`src/rtl/led_drv_pkg.sv`:
```
package led_drv_pkg;

   typedef enum logic [3:0] {
      LM_ON        = 4'd0,
      LM_OFF       = 4'd1,
      LM_BLINK_SLO = 4'd2,
      LM_BLINK_FST = 4'd3,
      LM_TX_ACT    = 4'd4,
      LM_RX_ACT    = 4'd5
   } led_mode_e;

   typedef enum logic [1:0] {
      SL_NORMAL = 2'd0,
      SL_MEDIUM = 2'd1,
      SL_LONG   = 2'd2
   } stretch_len_e;

   localparam int unsigned NUM_LEDS = 2;
   localparam int unsigned NUM_EVTS = 2;

endpackage

```
`src/rtl/led_ms_tick.sv`:
```
module led_ms_tick #(
   parameter int unsigned CLKS_PER_MS = 50000
) (
   input  logic clk_i,
   input  logic rst_i,
   output logic tick_o
);
   localparam int unsigned TW = (CLKS_PER_MS > 1) ? $clog2(CLKS_PER_MS) : 1;
   localparam logic [TW-1:0] LAST = TW'(CLKS_PER_MS - 1);

   if (CLKS_PER_MS < 1) begin : g_bad_div
      $error("led_ms_tick: CLKS_PER_MS must be at least 1");
   end

   logic [TW-1:0] cnt_q;

   assign tick_o = !rst_i && (cnt_q == LAST);

   always_ff @(posedge clk_i) begin
      if (rst_i)        cnt_q <= '0;
      else if (tick_o)  cnt_q <= '0;
      else              cnt_q <= cnt_q + 1'b1;
   end

   if (CLKS_PER_MS > 1) begin : g_gap_chk

      tick_spacing_chk: assert property (@(posedge clk_i) disable iff (rst_i)
         tick_o |=> !tick_o);
   end
endmodule

```
`src/rtl/led_blink_gen.sv`:
```
module led_blink_gen #(
   parameter int unsigned HALF_MS = 520
) (
   input  logic clk_i,
   input  logic rst_i,
   input  logic tick_i,
   output logic phase_o
);
   localparam int unsigned BW = (HALF_MS > 1) ? $clog2(HALF_MS) : 1;
   localparam logic [BW-1:0] LAST = BW'(HALF_MS - 1);

   if (HALF_MS < 1) begin : g_bad_half
      $error("led_blink_gen: HALF_MS must be at least 1");
   end

   logic [BW-1:0] cnt_q;
   logic          ph_q;

   always_ff @(posedge clk_i) begin
      if (rst_i) begin
         cnt_q <= '0;
         ph_q  <= 1'b0;
      end else if (tick_i) begin
         if (cnt_q == LAST) begin
            cnt_q <= '0;
            ph_q  <= ~ph_q;
         end else begin
            cnt_q <= cnt_q + 1'b1;
         end
      end
   end

   assign phase_o = ph_q;


   phase_on_tick_chk: assert property (@(posedge clk_i) disable iff (rst_i)
      !tick_i |=> $stable(phase_o));
endmodule

```
`src/rtl/led_pulse_stretch.sv`:
```
module led_pulse_stretch
   import led_drv_pkg::*;
#(
   parameter int unsigned NORM_MS = 40,
   parameter int unsigned MED_MS  = 70,
   parameter int unsigned LONG_MS = 140
) (
   input  logic       clk_i,
   input  logic       rst_i,
   input  logic       tick_i,
   input  logic       evt_i,
   input  logic [1:0] sel_i,
   output logic       active_o
);
   localparam int unsigned SW = $clog2(LONG_MS + 1);

   logic [SW-1:0] len;
   logic [SW-1:0] cnt_q;

   always_comb begin
      case (sel_i)
         SL_NORMAL: len = SW'(NORM_MS);
         SL_MEDIUM: len = SW'(MED_MS);
         default:   len = SW'(LONG_MS);
      endcase
   end

   always_ff @(posedge clk_i) begin
      if (rst_i)                        cnt_q <= '0;
      else if (evt_i)                   cnt_q <= len;
      else if (tick_i && cnt_q != '0)   cnt_q <= cnt_q - 1'b1;
   end

   assign active_o = (cnt_q != '0);


   evt_lights_chk: assert property (@(posedge clk_i) disable iff (rst_i)
      evt_i |=> active_o);

   evt_full_len_chk: assert property (@(posedge clk_i) disable iff (rst_i)
      evt_i |=> (cnt_q == $past(len)));

   hold_between_ticks_chk: assert property (@(posedge clk_i) disable iff (rst_i)
      (!evt_i && !tick_i) |=> $stable(cnt_q));
endmodule

```
`src/rtl/led_status_drv.sv`:
```
module led_status_drv
   import led_drv_pkg::*;
#(
   parameter int unsigned CLKS_PER_MS = 50000,
   parameter int unsigned SLOW_MS     = 520,
   parameter int unsigned FAST_MS     = 130,
   parameter int unsigned NORM_MS     = 40,
   parameter int unsigned MED_MS      = 70,
   parameter int unsigned LONG_MS     = 140
) (
   input  logic       clk_i,
   input  logic       rst_i,
   input  logic [1:0] pol_sense_i,
   input  logic [3:0] cfg_a_i,
   input  logic [3:0] cfg_b_i,
   input  logic [1:0] stretch_sel_i,
   input  logic       tx_evt_i,
   input  logic       rx_evt_i,
   input  logic       dplx_we_i,
   input  logic       dplx_wd_i,
   output logic [1:0] led_o,
   output logic       duplex_o
);
   if (NORM_MS < 1 || MED_MS < NORM_MS || LONG_MS < MED_MS) begin : g_bad_len
      $error("led_status_drv: stretch lengths must be ordered and non-zero");
   end
   if (FAST_MS > SLOW_MS) begin : g_bad_blink
      $error("led_status_drv: fast blink must not be slower than slow blink");
   end

   logic                tick;
   logic                slow_ph, fast_ph;
   logic [NUM_EVTS-1:0] evt_vec;
   logic [NUM_EVTS-1:0] act_vec;
   logic [NUM_LEDS-1:0] pol_q;
   logic [NUM_LEDS-1:0] lit;
   logic [NUM_LEDS-1:0] led_q;
   logic                dplx_q;
   logic [3:0]          cfg_arr [NUM_LEDS];

   assign cfg_arr[0] = cfg_a_i;
   assign cfg_arr[1] = cfg_b_i;
   assign evt_vec    = {rx_evt_i, tx_evt_i};

   led_ms_tick #(.CLKS_PER_MS(CLKS_PER_MS)) u_tick (
      .clk_i (clk_i),
      .rst_i (rst_i),
      .tick_o(tick)
   );

   led_blink_gen #(.HALF_MS(SLOW_MS)) u_blink_slow (
      .clk_i  (clk_i),
      .rst_i  (rst_i),
      .tick_i (tick),
      .phase_o(slow_ph)
   );

   led_blink_gen #(.HALF_MS(FAST_MS)) u_blink_fast (
      .clk_i  (clk_i),
      .rst_i  (rst_i),
      .tick_i (tick),
      .phase_o(fast_ph)
   );

   for (genvar e = 0; e < NUM_EVTS; e++) begin : g_stretch
      led_pulse_stretch #(
         .NORM_MS(NORM_MS),
         .MED_MS (MED_MS),
         .LONG_MS(LONG_MS)
      ) u_str (
         .clk_i   (clk_i),
         .rst_i   (rst_i),
         .tick_i  (tick),
         .evt_i   (evt_vec[e]),
         .sel_i   (stretch_sel_i),
         .active_o(act_vec[e])
      );
   end

   always_ff @(posedge clk_i) begin
      if (rst_i) pol_q <= pol_sense_i;
   end

   always_ff @(posedge clk_i) begin
      if (rst_i)          dplx_q <= pol_sense_i[1];
      else if (dplx_we_i) dplx_q <= dplx_wd_i;
   end

   for (genvar i = 0; i < NUM_LEDS; i++) begin : g_led
      always_comb begin
         case (cfg_arr[i])
            LM_ON:        lit[i] = 1'b1;
            LM_OFF:       lit[i] = 1'b0;
            LM_BLINK_SLO: lit[i] = slow_ph;
            LM_BLINK_FST: lit[i] = fast_ph;
            LM_TX_ACT:    lit[i] = act_vec[0];
            LM_RX_ACT:    lit[i] = act_vec[1];
            default:      lit[i] = 1'b0;
         endcase
      end

      always_ff @(posedge clk_i) begin
         if (rst_i) led_q[i] <= pol_sense_i[i];
         else       led_q[i] <= lit[i] ^ pol_q[i];
      end


      steady_on_chk: assert property (@(posedge clk_i) disable iff (rst_i)
         (cfg_arr[i] == 4'd0) |=> (led_o[i] != pol_q[i]));

      steady_off_chk: assert property (@(posedge clk_i) disable iff (rst_i)
         (cfg_arr[i] == 4'd1 || cfg_arr[i] > 4'd5) |=> (led_o[i] == pol_q[i]));
   end

   assign led_o    = led_q;
   assign duplex_o = dplx_q;


   pol_frozen_chk: assert property (@(posedge clk_i) disable iff (rst_i)
      !rst_i |=> $stable(pol_q));

   dplx_release_chk: assert property (@(posedge clk_i) disable iff (rst_i)
      $fell(rst_i) |-> (duplex_o == pol_q[1]));

   dplx_hold_chk: assert property (@(posedge clk_i) disable iff (rst_i)
      !dplx_we_i |=> $stable(duplex_o));
endmodule

```
`config.mk`:
```
export PLATFORM = sky130hd
export DESIGN_NAME = led_status_drv
export DESIGN_NICKNAME = d
export VERILOG_FILES = /design/src/rtl/led_drv_pkg.sv /design/src/rtl/led_ms_tick.sv /design/src/rtl/led_blink_gen.sv /design/src/rtl/led_pulse_stretch.sv /design/src/rtl/led_status_drv.sv
export SDC_FILE = /design/constraint.sdc
export NUM_CORES = 1
export LEC_CHECK = 0
export ABC_CLOCK_PERIOD_IN_PS = 2400
export BUFFER_PORTS_ARGS = -buffer_cell sky130_fd_sc_hd__clkbuf_2
export CORE_MARGIN = 1
export CORE_UTILIZATION = 45
export DETAILED_ROUTE_END_ITERATION = 12
export PLACE_DENSITY = 0.67
export SKIP_CTS_REPAIR_TIMING = 1
export SLEW_MARGIN = 20
export SYNTH_ARGS = -nofsm -noshare
export SYNTH_HDL_FRONTEND = slang
export SYNTH_HIERARCHICAL = 1
export SYNTH_SLANG_ARGS = --single-unit
```
`constraint.sdc`:
```
create_clock -name clk_i -period 2.4 [get_ports clk_i]
set_clock_uncertainty 0.15 [all_clocks]
set_input_delay 0.24 -clock clk_i [delete_from_list [all_inputs] [get_ports clk_i]]
set_output_delay 0.24 -clock clk_i [all_outputs]
set_load 0.05 [all_outputs]
```
-- Word level (Yosys, flattened, before mapping)
Index checks and enable logic that the tools add are counted.
- $add $sub $neg: 5
- equality and inequality tests: 12
- mux-type cells: 13
- bitwise logic cells: 4
- reductions and logical operators: 15
- operators by type and width (operator ; count):
    8-bit 2-to-1 mux ; 5
    16-bit by 1-bit adder with 16-bit output, second input constant ; 1
    16-bit == test, second input constant ; 1
    4-bit by 2-bit == test with 1-bit output, second input constant ; 4
    4-bit by 3-bit == test with 1-bit output, second input constant ; 4
    8-bit one-hot mux with 2 select lines ; 1
    8-bit nonzero test ; 2
    8-bit by 1-bit subtractor with 8-bit output, second input constant ; 2
    10-bit by 1-bit adder with 10-bit output, second input constant ; 1
    10-bit == test, second input constant ; 1
    10-bit 2-to-1 mux ; 1
    1-bit one-hot mux with 5 select lines ; 2
    8-bit by 1-bit adder with 8-bit output, second input constant ; 1
    8-bit == test, second input constant ; 1
    4-bit zero test ; 2
    2-bit nonzero test ; 3
    1-bit 2-to-1 mux ; 4
    2-bit AND reduction ; 2
    1-bit logical AND ; 3
    2-bit by 1-bit == test with 1-bit output, second input constant ; 1
    2-bit zero test ; 1
    1-bit inverter ; 2
    2-bit OR reduction ; 1
    1-bit XOR ; 2
    1-bit zero test ; 1
- register bits: 57
- bits of input ports: 18

-- Logic depth before layout (Yosys ltp)
- word-level depth: 5
- depth in mapped cells: 8

-- Cells and area by module
The synthesis kept the hierarchy.
- by module, submodules not included (module ; times used ; cells an instance ; area an instance (µm²) ; sequential area each (µm²)):
    led_pulse_stretch ; 2 ; 57 ; 483.0 ; 160.2
    led_ms_tick ; 1 ; 80 ; 793.3 ; 320.3
    led_blink_gen at u_blink_slow ; 1 ; 56 ; 524.3 ; 220.2
    led_blink_gen at u_blink_fast ; 1 ; 45 ; 415.4 ; 180.2
    led_status_drv ; 1 ; 32 ; 306.5 ; 130.1

-- Least setup slack after synthesis
No wires, ideal clock.
- path type: reg-to-reg
- start: register u_tick.cnt_q[0]
- end: register u_blink_fast.cnt_q[7]
- data arrival time: 2434 ps
- required time: 2180 ps
- path slack: -254 ps
- stages on the path, launching flop included: 9
- buffers on the path: 1
- period minus slack after synthesis: 2654 ps
- cells stage by stage: dfxtp_1 -> ha_1 -> and3_1 -> nand4_2 -> nor2_1 -> buf_2 -> nand4_1 -> or4_1 -> a21oi_1
- word-level cells in the longest chain between the ends: 2
- ends and longest elaborated chain (item ; line ; source):
    start, declared ; led_ms_tick.sv:15 ; logic [TW-1:0] cnt_q;
    start signal, assigned ; led_ms_tick.sv:22 ; else cnt_q <= cnt_q + 1'b1;
    16-bit == test ; led_ms_tick.sv:17 ; assign tick_o = !rst_i && (cnt_q == LAST);
    1-bit logical AND ; led_ms_tick.sv:17 ;
    named net tick ; led_status_drv.sv:31 ; logic tick;
    end signal, assigned ; led_blink_gen.sv:28 ; cnt_q <= cnt_q + 1'b1;
    end, declared ; led_blink_gen.sv:16 ; logic [BW-1:0] cnt_q;
The timed path passes the listed nets, and every way through them passes these cells.
A chain may end at the register's enable or synchronous reset.

-- Final worst setup path
- start: register u_tick.cnt_q[1]
- end: register u_blink_slow.cnt_q[7]
- word-level cells in the longest chain between the ends: 2
- ends and longest elaborated chain (item ; line):
    16-bit == test ; led_ms_tick.sv:17
    1-bit logical AND ; led_ms_tick.sv:17
    named net tick ; led_status_drv.sv:31
    end signal, assigned ; led_blink_gen.sv:28
    end, declared ; led_blink_gen.sv:16
The timed path passes the listed nets, and every way through them passes these cells.

==> summary.md <==
| Metric | Value |
|---|---|
| Status | `complete, no violations` |
| Crit-path slowest cell | `or3_2` |
| Unrepaired setup endpoints after global routing | `false` |
| CP Depth | `8` |
| Worst EP arrival | `2.40 ns` |
| Initial antenna violation count | `0` |
| Initial Util | `47.1%` |
| Clock buffer depth | `2` |
| Via density | `5.60` |
| Post-Syn Area | `3010 um2` |
| Max frequency | `440 MHz` |
| Synth top cells by count | `dfxtp_1, nor2_1, nand2_1` |
| Synth top area share | `36.0%` |
| Row count | `29` |
| Worst Path Max Fanout | `6` |
| Pin count of the biggest net entering global routing | `33` |
| Total core area | `6390 um2` |
| Register area | `1170 um2` |
| Met3 Use GR | `5.04%` |
| Final cell count without fillers | `457` |
| Setup WS pre-CTS | `-0.0730 ns` |
| Share of layout cells above drive strength 1 | `23.9%` |
| Clk sink count | `57` |
| Synth top area cells | `dfxtp_1, xnor2_1, nor2_1` |
| Cells on worst reg2reg path | `8` |
| Worst min-delay path class | `in2reg` |
| Worst vdd ir | `0.000335 V` |
| First-pass GRT wire length | `11.4 mm` |
| Post-synth EDFFs | `3` |
| # setup viols final | `0` |
| Top_reg_cell synth | `dfxtp_1` |
| Worst-path clk slew | `0.07 ns` |
| I/O Buffers | `20` |
| Dpl cells | `436` |
| Critical Path End Type | `flip-flop` |
| Area Overhead vs Synth | `19.0%` |
| Crit path kind | `reg2reg` |
| Yosys Warn Count | `6` |
| CTS root buffer | `clkbuf_8` |
| Req. time, crit path | `2.53 ns` |
| Top-count cell post-synth | `dfxtp_1` |
| DR pass1 iterations | `4` |
| TritonCTS clock tree | `built` |
| Gr ovfl total | `0` |
| Slew headroom | `72.8%` |
| Synthesized Nets | `351` |
| Avg WL per Cell | `14.2 um` |
| Synth area leader | `dfxtp_1` |
| Fin worst setup slack | `0.127 ns` |
| Critical Path, Cell by Cell | `ha_2 > and3_4 > nand4_4 > nor2_4 > buf_4 > nand4_1 > or3_2 > a21oi_1` |
| CP Launch Type | `flip-flop` |
| Max-cap violations | `0` |
| Min cycle time layout | `2.27 ns` |
| DIE HEIGHT | `83.7 um` |
| Die X | `83.7 um` |
| Vias in the first global route | `2497` |
| Remaining DRCs | `0` |
| Slew Viols, Final | `0` |
| Initial DRC count | `122` |
| Global Route met2 Usage | `31.8%` |
| Final hold vios | `0` |
| RD Place Congestion | `0.862` |
| Clk_lat worst skew | `0.34 ns` |
| Static leakage | `1.29 nW` |
| DRT antenna net count | `0` |
| Die area | `7010 um2` |
| Final worst-path cycle share | `94.7%` |
| # diodes | `0` |
| Layout net count | `400` |
| Hpwl dp | `4.48 mm` |
| Sequential area share after synthesis | `39.0%` |
| FILL cells | `585` |
| Top Ports | `21` |
| Setup TNS | `0 ns` |
| GRT Max-Usage Layer | `met2` |
| Syn Area/Cell | `9.19 um2` |
| GRT Total Usage | `20.4%` |
| CP top delay family | `simple AND/OR/NAND/NOR gates` |
| Grt met1 use | `26.2%` |
| Post-synthesis cell count | `327` |
| Multi-input logic area | `1790 um2` |
| Synth cell types | `60` |
| Final WL | `6.48 mm` |
| Num CTS Buffers | `9` |
| CTS H-tree lvls | `3` |
| Crit-path max cell delay | `0.48 ns` |
| Number of synthesized register bits | `57` |
| Worst-Margin Slew | `0.408 ns` |
| Hold Path Depth | `2` |
| WP buf/inv | `1` |
| Vias post-DR | `2559` |
| Ys async rst share | `0%` |
| PwrDens | `589 nW/um2` |
[metal layers]
metal / share of wire, % / wire (um)
met3: 4.2 / 274
met4: 2.2 / 145
met2: 47 / 3020
met5: 0 / 0
met1: 47 / 3040
[path summary, 6_finish.rpt]
check | start | slack (ns) | to
setup / recovery | u_tick/cnt_q[1] | 0.13 | u_blink_slow/cnt_q[7]
hold / removal | dplx_we_i | 0.05 | duplex_o
setup reg to reg | u_tick/cnt_q[1] | 0.13 | u_blink_slow/cnt_q[7]
hold reg to reg | u_blink_fast/cnt_q[7] | 0.34 | u_blink_fast/cnt_q[7]
[layout by cell type (no fill, tap or decap), types with 3 or more instances in the layout]
cell type and count:
dfxtp_1 53, nor2_1 38, clkbuf_2 20, nand2_1 19
xnor2_1 18, buf_4 18, inv_1 17, a21oi_1 15
nor3_1 15, nand4_1 11, nand3_1 11, clkbuf_8 11
o21ai_0 8, xor2_1 8, mux2i_1 6, a211oi_1 6
nor2b_1 5, nand3b_1 5, ha_1 5, or3_1 5
nor2_2 4, a31oi_1 4, nor4_2 4, nand2b_1 3
a21o_1 3, or2_2 3, edfxtp_1 3, nor4b_1 3
[cell families (layout without fill, tap and decap cells)]
| kind of cell | after synthesis | in the layout | share of synthesized area [%] |
|---|---|---|---|
| simple gates | 155 | 156 | 32.1 |
| compound gates | 57 | 57 | 13.9 |
| flops | 57 | 57 | 39.0 |
| xor+xnor | 26 | 26 | 7.58 |
| buf+inv | 20 | 72 | 3.04 |
| fa+ha+maj | 6 | 6 | 2.50 |
| mux | 6 | 6 | 2.00 |
[registers in the layout, summed over array words and instances (netlist names)]
signal	flops
duplex_o	1
u_tick/cnt_q	16
pol_q	2
u_blink_fast/cnt_q	8
g_stretch.u_str/cnt_q	16
u_blink_slow/cnt_q	10
u_blink_fast/phase_o	1
led_o	2
u_blink_slow/phase_o	1
[power breakdown]
| group | internal (mW) | switching (mW) |
|---|---|---|
| Clock | 0.527 | 0.381 |
| Sequential | 0.980 | 0.0240 |
| Combinational | 0.0761 | 0.119 |
| Total | 1.58 | 0.524 |
[through the flow]
| step | hold WS (ns) | power (mW) | instance area (um2) | utilization (%) |
|---|---|---|---|---|
| 6_report | 0.0511 | 2.11 | 3580 | 56.0 |
| 4_1_cts | -0.0311 | 2.12 | 3490 | 54.6 |
| 3_5_place_dp | 0.320 | 1.22 | 3290 | 51.6 |
| 5_1_grt | 0.0367 | 2.19 | 3580 | 56.0 |
| 2_1_floorplan | 0.155 | 1.15 | 3010 | - |
| 3_3_place_gp | 0.312 | 1.21 | 3290 | 51.6 |
[worst reg2reg max path, stage by stage, from the launching register on]
cell and delay, ns:
dfxtp_2 0.34, ha_2 0.19, and3_4 0.22, nand4_4 0.13, nor2_4 0.25, buf_4 0.16
nand4_1 0.14, or3_2 0.48, a21oi_1 0.14
[layout make-up]
| cell class | instances | area share (%) |
|---|---|---|
| Multi-Input combinational cell | 251 | 50.1 |
| Tap cell | 77 | 2.69 |
| Timing Repair Buffer | 40 | 7.14 |
| Sequential cell | 57 | 32.8 |
| Clock buffer | 12 | 4.34 |
| Clock inverter | 3 | 1.12 |
| Inverter | 17 | 1.78 |
No activity file was read; power rests on OpenSTA's default activity.
